--- config.mk ---
export PLATFORM = sky130hd
export DESIGN_NAME = twm_sclgen
export DESIGN_NICKNAME = d
export VERILOG_FILES = /design/src/rtl/twm_sclgen.sv
export SDC_FILE = /design/constraint.sdc
export NUM_CORES = 1
export LEC_CHECK = 0
export CORE_ASPECT_RATIO = 1.4
export CORE_MARGIN = 2
export CORE_UTILIZATION = 43
export DETAILED_ROUTE_END_ITERATION = 6
export DONT_BUFFER_PORTS = 1
export GPL_TIMING_DRIVEN = 0
export PLACE_DENSITY_LB_ADDON = 0.08
export REMOVE_ABC_BUFFERS = 1
export SETUP_SLACK_MARGIN = 0.02
export SLEW_MARGIN = 5
export SYNTH_ARGS = -nofsm -noshare
export SYNTH_HDL_FRONTEND = slang
export SYNTH_SLANG_ARGS = --single-unit
--- constraint.sdc ---
create_clock -name clk -period 2.6 [get_ports clk]
set_input_delay 0.52 -clock clk [delete_from_list [all_inputs] [get_ports clk]]
set_output_delay 0.52 -clock clk [all_outputs]
set_load 0.05 [all_outputs]
--- src/rtl/twm_sclgen.sv ---
module twm_sclgen #(
  parameter int DIVW  = 8,
  parameter int BASEH = 8
) (
  input  logic            clk,
  input  logic            rst_n,
  input  logic            div_we,
  input  logic [DIVW-1:0] div_wdata,
  input  logic            ctl_we,
  input  logic [3:0]      ctl_wdata,
  input  logic            gie,
  input  logic            scl_in,
  input  logic            sda_in,
  output logic            scl_oe,
  output logic            sda_oe,
  output logic [DIVW-1:0] div_o,
  output logic            done_o,
  output logic            busy_o,
  output logic            pend_o,
  output logic            irq
);
  localparam int CW = DIVW + 2;

  typedef enum logic [2:0] {S_IDLE, S_START, S_HOLD, S_LOW, S_HIGH} st_t;

  st_t            st;
  logic [DIVW-1:0] div_q;
  logic [CW-1:0]   cnt;
  logic            en_q, ie_q, req_q, done_q, busy_q, scl_q, sda_q;

  wire [CW-1:0] half_m1   = CW'(BASEH - 1) + CW'(div_q);
  wire          hit       = (cnt == half_m1);
  wire          clr_wr    = ctl_we && ctl_wdata[3];
  wire          bus_start = scl_q && scl_in && sda_q && !sda_in;
  wire          bus_stop  = scl_q && scl_in && !sda_q && sda_in;

  assign scl_oe = (st == S_HOLD) || (st == S_LOW);
  assign sda_oe = (st != S_IDLE);
  assign div_o  = div_q;
  assign done_o = done_q;
  assign busy_o = busy_q;
  assign pend_o = req_q;
  assign irq    = done_q && ie_q && gie;

  always_ff @(posedge clk or negedge rst_n) begin
    if (!rst_n) begin
      st <= S_IDLE;
      div_q <= '0;
      cnt <= '0;
      en_q <= 1'b0;
      ie_q <= 1'b0;
      req_q <= 1'b0;
      done_q <= 1'b0;
      busy_q <= 1'b0;
      scl_q <= 1'b1;
      sda_q <= 1'b1;
    end else begin
      scl_q <= scl_in;
      sda_q <= sda_in;
      if (bus_start) busy_q <= 1'b1;
      else if (bus_stop) busy_q <= 1'b0;
      if (div_we) div_q <= div_wdata;
      if (ctl_we) begin
        en_q <= ctl_wdata[0];
        ie_q <= ctl_wdata[1];
      end
      if (!en_q) begin
        st <= S_IDLE;
        cnt <= '0;
        done_q <= 1'b0;
        req_q <= ctl_we && ctl_wdata[0] && ctl_wdata[2];
      end else begin
        if (ctl_we && ctl_wdata[0] && ctl_wdata[2]) req_q <= 1'b1;
        if (clr_wr) done_q <= 1'b0;
        case (st)
          S_IDLE:
            if (req_q && !busy_q) begin
              st <= S_START;
              cnt <= '0;
              req_q <= 1'b0;
            end
          S_START:
            if (hit) begin
              st <= S_HOLD;
              done_q <= 1'b1;
            end else cnt <= cnt + 1'b1;
          S_HOLD:
            if (clr_wr) begin
              st <= S_LOW;
              cnt <= '0;
            end
          S_LOW:
            if (hit) begin
              st <= S_HIGH;
              cnt <= '0;
            end else cnt <= cnt + 1'b1;
          S_HIGH:
            if (scl_in) begin
              if (hit) begin
                st <= S_HOLD;
                done_q <= 1'b1;
              end else cnt <= cnt + 1'b1;
            end
          default: st <= S_IDLE;
        endcase
      end
    end
  end


  flag_holds_scl_chk: assert property (@(posedge clk) disable iff (!rst_n)
    done_q |-> scl_oe);

  flag_clear_src_chk: assert property (@(posedge clk) disable iff (!rst_n)
    $fell(done_q) |-> $past(clr_wr || !en_q));

  irq_while_stretch_chk: assert property (@(posedge clk) disable iff (!rst_n)
    irq |-> (scl_oe && gie));

  start_when_free_chk: assert property (@(posedge clk) disable iff (!rst_n)
    $rose(sda_oe) |-> $past(!busy_q));

  high_pause_chk: assert property (@(posedge clk) disable iff (!rst_n)
    (st == S_HIGH && en_q && !scl_in) |=> $stable(cnt));

  disable_release_chk: assert property (@(posedge clk) disable iff (!rst_n)
    !en_q |=> (!scl_oe && !sda_oe));
endmodule

Word level (Yosys, flattened, before mapping)
Index checks and enable logic that the tools add are counted.
- reduce and logical (&&, ||, !) cells: 20
- eq/ne operators: 10
- $add $sub $neg: 2
- muxes and demuxes: 25
- operators by type and width (cell ; number):
    $mux W10 ; 6
    $pmux W10 S5 ; 1
    $mux W3 ; 6
    $pmux W3 S5 ; 1
    $ne A3 B3 Y1 const B ; 4
    $logic_and A1 B1 Y1 ; 11
    $add A10 B1 Y10 const B ; 1
    $eq A10 B9 Y1 ; 1
    $mux W1 ; 10
    $add A3 B8 Y9 const A ; 1
    $reduce_and A4 Y1 ; 2
    $eq A3 B2 Y1 const B ; 2
    $ne A6 B1 Y1 const B ; 1
    $eq A3 B1 Y1 const B ; 1
    $eq A3 B3 Y1 const B ; 1
    $logic_not A1 Y1 ; 3
    $logic_not A3 Y1 ; 1
    $reduce_bool A3 Y1 ; 1
    $pmux W1 S2 ; 1
    $reduce_bool A2 Y1 ; 1
    $logic_or A1 B1 Y1 ; 1
- logic and storage cells: 67
- input port bits: 19
- bits in registers: 28

Depth between registers and ports, before layout
- depth in word-level cells: 6
- gate-level depth with buffers: 10

Worst setup path before layout
Ideal clock, no wire load.
- path type: register -> register
- start: reg div_q[0] (netlist: div_o[0])
- end: reg cnt[1]
- stages on the path, launching flop included: 10
- clock period less this slack: 2782 ps
- required time: 2475 ps
- path slack: -182 ps
- buffers on the path: 0
- data arrival time: 2657 ps
- cells stage by stage: dfrtp_1 inv_1 ha_1 nor2b_2 or4_1 o221ai_2 and3_4 nand4_2 and3_1 mux2_4
- word-level cells in the longest chain between the ends: 6
- elaborated cells on any way between the ends: 7
- classes of those cells: add/sub (1); eq/ne (1); mux (5)
- ends and longest elaborated chain (element ; RTL line ; text):
    from (decl) ; 27 ; logic [DIVW-1:0] div_q;
    from (signal assigned) ; 62 ; if (div_we) div_q <= div_wdata;
    $add A3 B8 Y9 * ; 31 ; wire [CW-1:0] half_m1 = CW'(BASEH - 1) + CW'(div_q);
    $eq A10 B9 Y1 * ; 32 ; wire hit = (cnt == half_m1);
    $mux W10 (2 in a row) ; - ;
    $pmux W10 S5 * ; 75 ; case (st)
    $mux W10 * ; 67 ; if (!en_q) begin
    to (signal assigned) ; 86 ; end else cnt <= cnt + 1'b1;
    to (signal assigned) ; 96 ; end else cnt <= cnt + 1'b1;
    to (signal assigned) ; 102 ; end else cnt <= cnt + 1'b1;
    to (decl) ; 28 ; logic [CW-1:0] cnt;
Mark *: on every way between the ends. The rest lies on a longest branch, timed or not. The select of a mux whose other input is x is not followed.
A chain may end at the register's enable or synchronous reset.

Worst setup path in the final report
- start: reg div_q[1] (netlist: div_o[1])
- end: reg st[1]
- word-level cells in the longest chain between the ends: 6
- elaborated cells on any way between the ends: 8
- classes of those cells: add/sub (1); eq/ne (2); mux (4); reduce/logical (1)
- ends and longest elaborated chain (element ; RTL line ; text):
    $add A3 B8 Y9 * ; 31 ;
    $eq A10 B9 Y1 * ; 32 ;
    $mux W3 (2 in a row) ; - ;
    $pmux W3 S5 ; - ;
    $mux W3 ; - ;
    to (signal assigned) ; 47 ; st <= S_IDLE;
    to (signal assigned) ; 68 ; st <= S_IDLE;
    to (signal assigned) ; 78 ; st <= S_START;
    to (decl) ; 26 ; st_t st;
Marks and branches as above.

==> out/qor.txt <==
DR iter-0 viols: 93
n_diodes: 0
pre-CTS WS: -0.5142 ns
CP max stage cell: dfrtp_2
die height: 79.74 microns
fin nets: 212
core area: 0.003919 sq mm
routed via count: 1423
clk_lat worst skew: 0.27 ns
WP data arrival: 2.60 ns
die width: 58.10 microns
final core utilization: 49.65%
Worst Reg-to-Reg Cells: 10
P_leak: 0.7781 nW
num rows: 27
critical path, cell by cell: inv_2 -> ha_2 -> nor2b_4 -> or4_4 -> o221ai_4 -> and3_4 -> buf_4 -> and3_4 -> and2_4 -> o221ai_1
YS warnings: 0
CP startpoint kind: flip-flop
Hold Fails Final Rpt: 0
fillers: 381
Crit. End Element: flip-flop
Die ar.: 0.004632 sq mm
Starting Density: 44.96%
vias in the first global route: 1430
DP HPWL: 2812 microns
asr flop ratio synth: 100.0%
H-tree depth: 1
final setup margin: 0.1433 ns
Initial DRT Pass Iterations: 5
clk_skew: 0.004714 ns
port bufs: 0
# Max-Cap Violations: 0
fin. max-slew vios: 0
RSZ-0062 raised after global routing: false
clk buf depth: 2
Fin Hold WS: 0.05414 ns
IO Count: 33
Final min period: 2.457 ns
Final GP Congestion: 0.7829
design area: 0.001946 sq mm
synthesized area: 0.001762 sq mm
sequential area share after synthesis: 39.91%
routed len/inst: 16.45 microns
dominant synthesized flop cell: dfrtp_1
share of cells above drive strength 1: 23.68%
gate count of the mapped netlist: 190
Slew HR: 28.01%
final period utilization: 94.49%
Synth Register Bits: 28
Sum Neg Setup Slack: 0 ns
critical path class: flip-flop to flip-flop
initial antenna violation count: 0
critical-path maximum fanout: 6
Area contributors post-synth: dfrtp_1 (37%), mux2_2 (4.5%), nand2_1 (4.5%), nand3_1 (4.0%), nor2_1 (3.2%)
Setup-failing EPs final: 0
maximum vdd drop: 0.3616 mV
DRC: 0
FMAX: 407.0 MHz
reg-to-reg endpoint: st[1]
flop2flop setup slack: 0.14 ns
Clock Pin Slew Worst Setup and Hold Paths: 0.09 ns
grt ovf: 0
pwr/cell area: 493.3 mW/mm^2
status: completed
CP Data Required Time: 2.75 ns
largest net degree at the start of global routing: 27
Hold Crit Class: input port to asynchronous set/reset pin
Crit path largest cell delay: 0.58 ns
Total Routing Usage GR: 18.12%
leading area contributor after synthesis: dfrtp_1
CTS Buf Count: 3
crit-path most repeated cell: and3_4
Vias/cell: 6.107
WL final: 3833 microns
top-area cell type share of the netlist area: 36.93%
Synth cell types: 53
Worst Tran Pin Value: 1.078 ns
Avg Inst Size Synth: 9.272 sq um
Area after DPL: 0.001768 sq mm
DRT antenna net count: 0
count leader, synth: dfrtp_1
global-route wire length before repair: 6610 microns
CTS tree: built
worst reg2reg path startpoint: div_o[1]
root buffer cell: clkbuf_8
number of synthesized flops with an enable pin: 0
commonest cells in the netlist: dfrtp_1 (26), nand2_1 (21), nor2_1 (15), nand3_1 (14), o21ai_0 (9)
clk sinks: 28
Area Growth Syn to Fin: 10.44%
## placed cells by master (no fill, tap or decap), types with 3 or more instances in the layout
master and n:
buf_4 3, clkbuf_8 4, nand4_1 7, nand2b_1 3, nor2_1 14, and3_1 3
a21oi_1 4, inv_1 3, nor4_1 3, nor2b_1 4, or3_1 5, xnor2_1 5
dfrtp_2 6, o21ai_0 8, nand2_1 21, and3_4 3, xor2_1 3, nand3_1 14
mux2_2 7, dfrtp_1 19
## cell families after synthesis
kind of cell	Yosys count	share of synthesized area [%]
muxes	8	5.327
AOI/OAI and AO/OA	38	16.62
buffers and inverters	13	3.764
DFF	28	39.91
adders and majority gates	2	1.420
and+or+nand+nor	93	28.98
xor gates and xnor gates	8	3.977
## through the flow
stage | std cells | total power [mW]
5_1_grt | 233 | 1.012
3_3_place_gp | 225 | 0.6612
2_1_floorplan | 182 | 0.6365
4_1_cts | 232 | 0.9634
6_report | 233 | 0.9597
3_5_place_dp | 225 | 0.6649
## sequential cells by signal (all words and copies together), names as in the netlist
| name | count |
|---|---|
| busy_o | 1 |
| cnt | 10 |
| div_o | 8 |
| done_o | 1 |
| en_q | 1 |
| ie_q | 1 |
| pend_o | 1 |
| scl_q | 1 |
| sda_q | 1 |
| st | 3 |
## worst max path at each step
| stage | from | end | slack, ns | depth (start not counted) |
|---|---|---|---|---|
| floorplan | div_o[0] | cnt[1] | -0.21 | 9 |
| global placement | div_o[0] | cnt[1] | -0.49 | 9 |
| detailed placement | div_o[0] | cnt[1] | -0.51 | 9 |
| CTS | div_o[3] | cnt[1] | 0.01 | 6 |
| global route | div_o[0] | cnt[5] | 0.02 | 9 |
| finish | div_o[1] | st[1] | 0.14 | 10 |
## final cells by class
class / count / area [sq um] / share of cell area [%]
sequential: 28 / 714.4 / 36.72
inverter: 5 / 18.77 / 0.9646
multi-input combinational: 149 / 1061 / 54.53
tap: 43 / 53.80 / 2.765
clock buffer: 4 / 55.05 / 2.830
timing repair buffer: 4 / 42.54 / 2.186
## layer usage
| metal | GRT usage, % | vias up | wire length (microns) |
|---|---|---|---|
| met5 | 0 | - | 0 |
| li1 | - | 709 | - |
| met4 | 4.419 | 0 | 51 |
| met3 | 2.917 | 4 | 158 |
| met2 | 33.86 | 26 | 2064 |
| met1 | 20.98 | 684 | 1559 |
## report_power, final
group          internal, mW  leakage [nW]  switching, mW
logic                0.0704         0.395         0.0767
registers             0.457         0.355         0.0863
clock network         0.135        0.0288          0.134
total                 0.663         0.778          0.297
## timing repair
| item | 4_1_cts | 5_1_grt |
|---|---|---|
| setup endpoints to repair | 14 | 14 |
| gates resized for setup | 13 | 12 |
| buffers inserted | 2 | 1 |
| hold buffers | 1 | 0 |
| hold endpoints to repair | 26 | 0 |
| pin swaps | 1 | 4 |
## worst max-delay path: cells and delay by family, from the launching register on
| kind | cells | cell delay (ns) |
|---|---|---|
| fa+ha+maj | 1 | 0.19 |
| compound gates | 2 | 0.20 |
| flops | 1 | 0.58 |
| buf+inv | 2 | 0.19 |
| simple gates | 5 | 1.17 |
(Power assumes the default switching activity.)
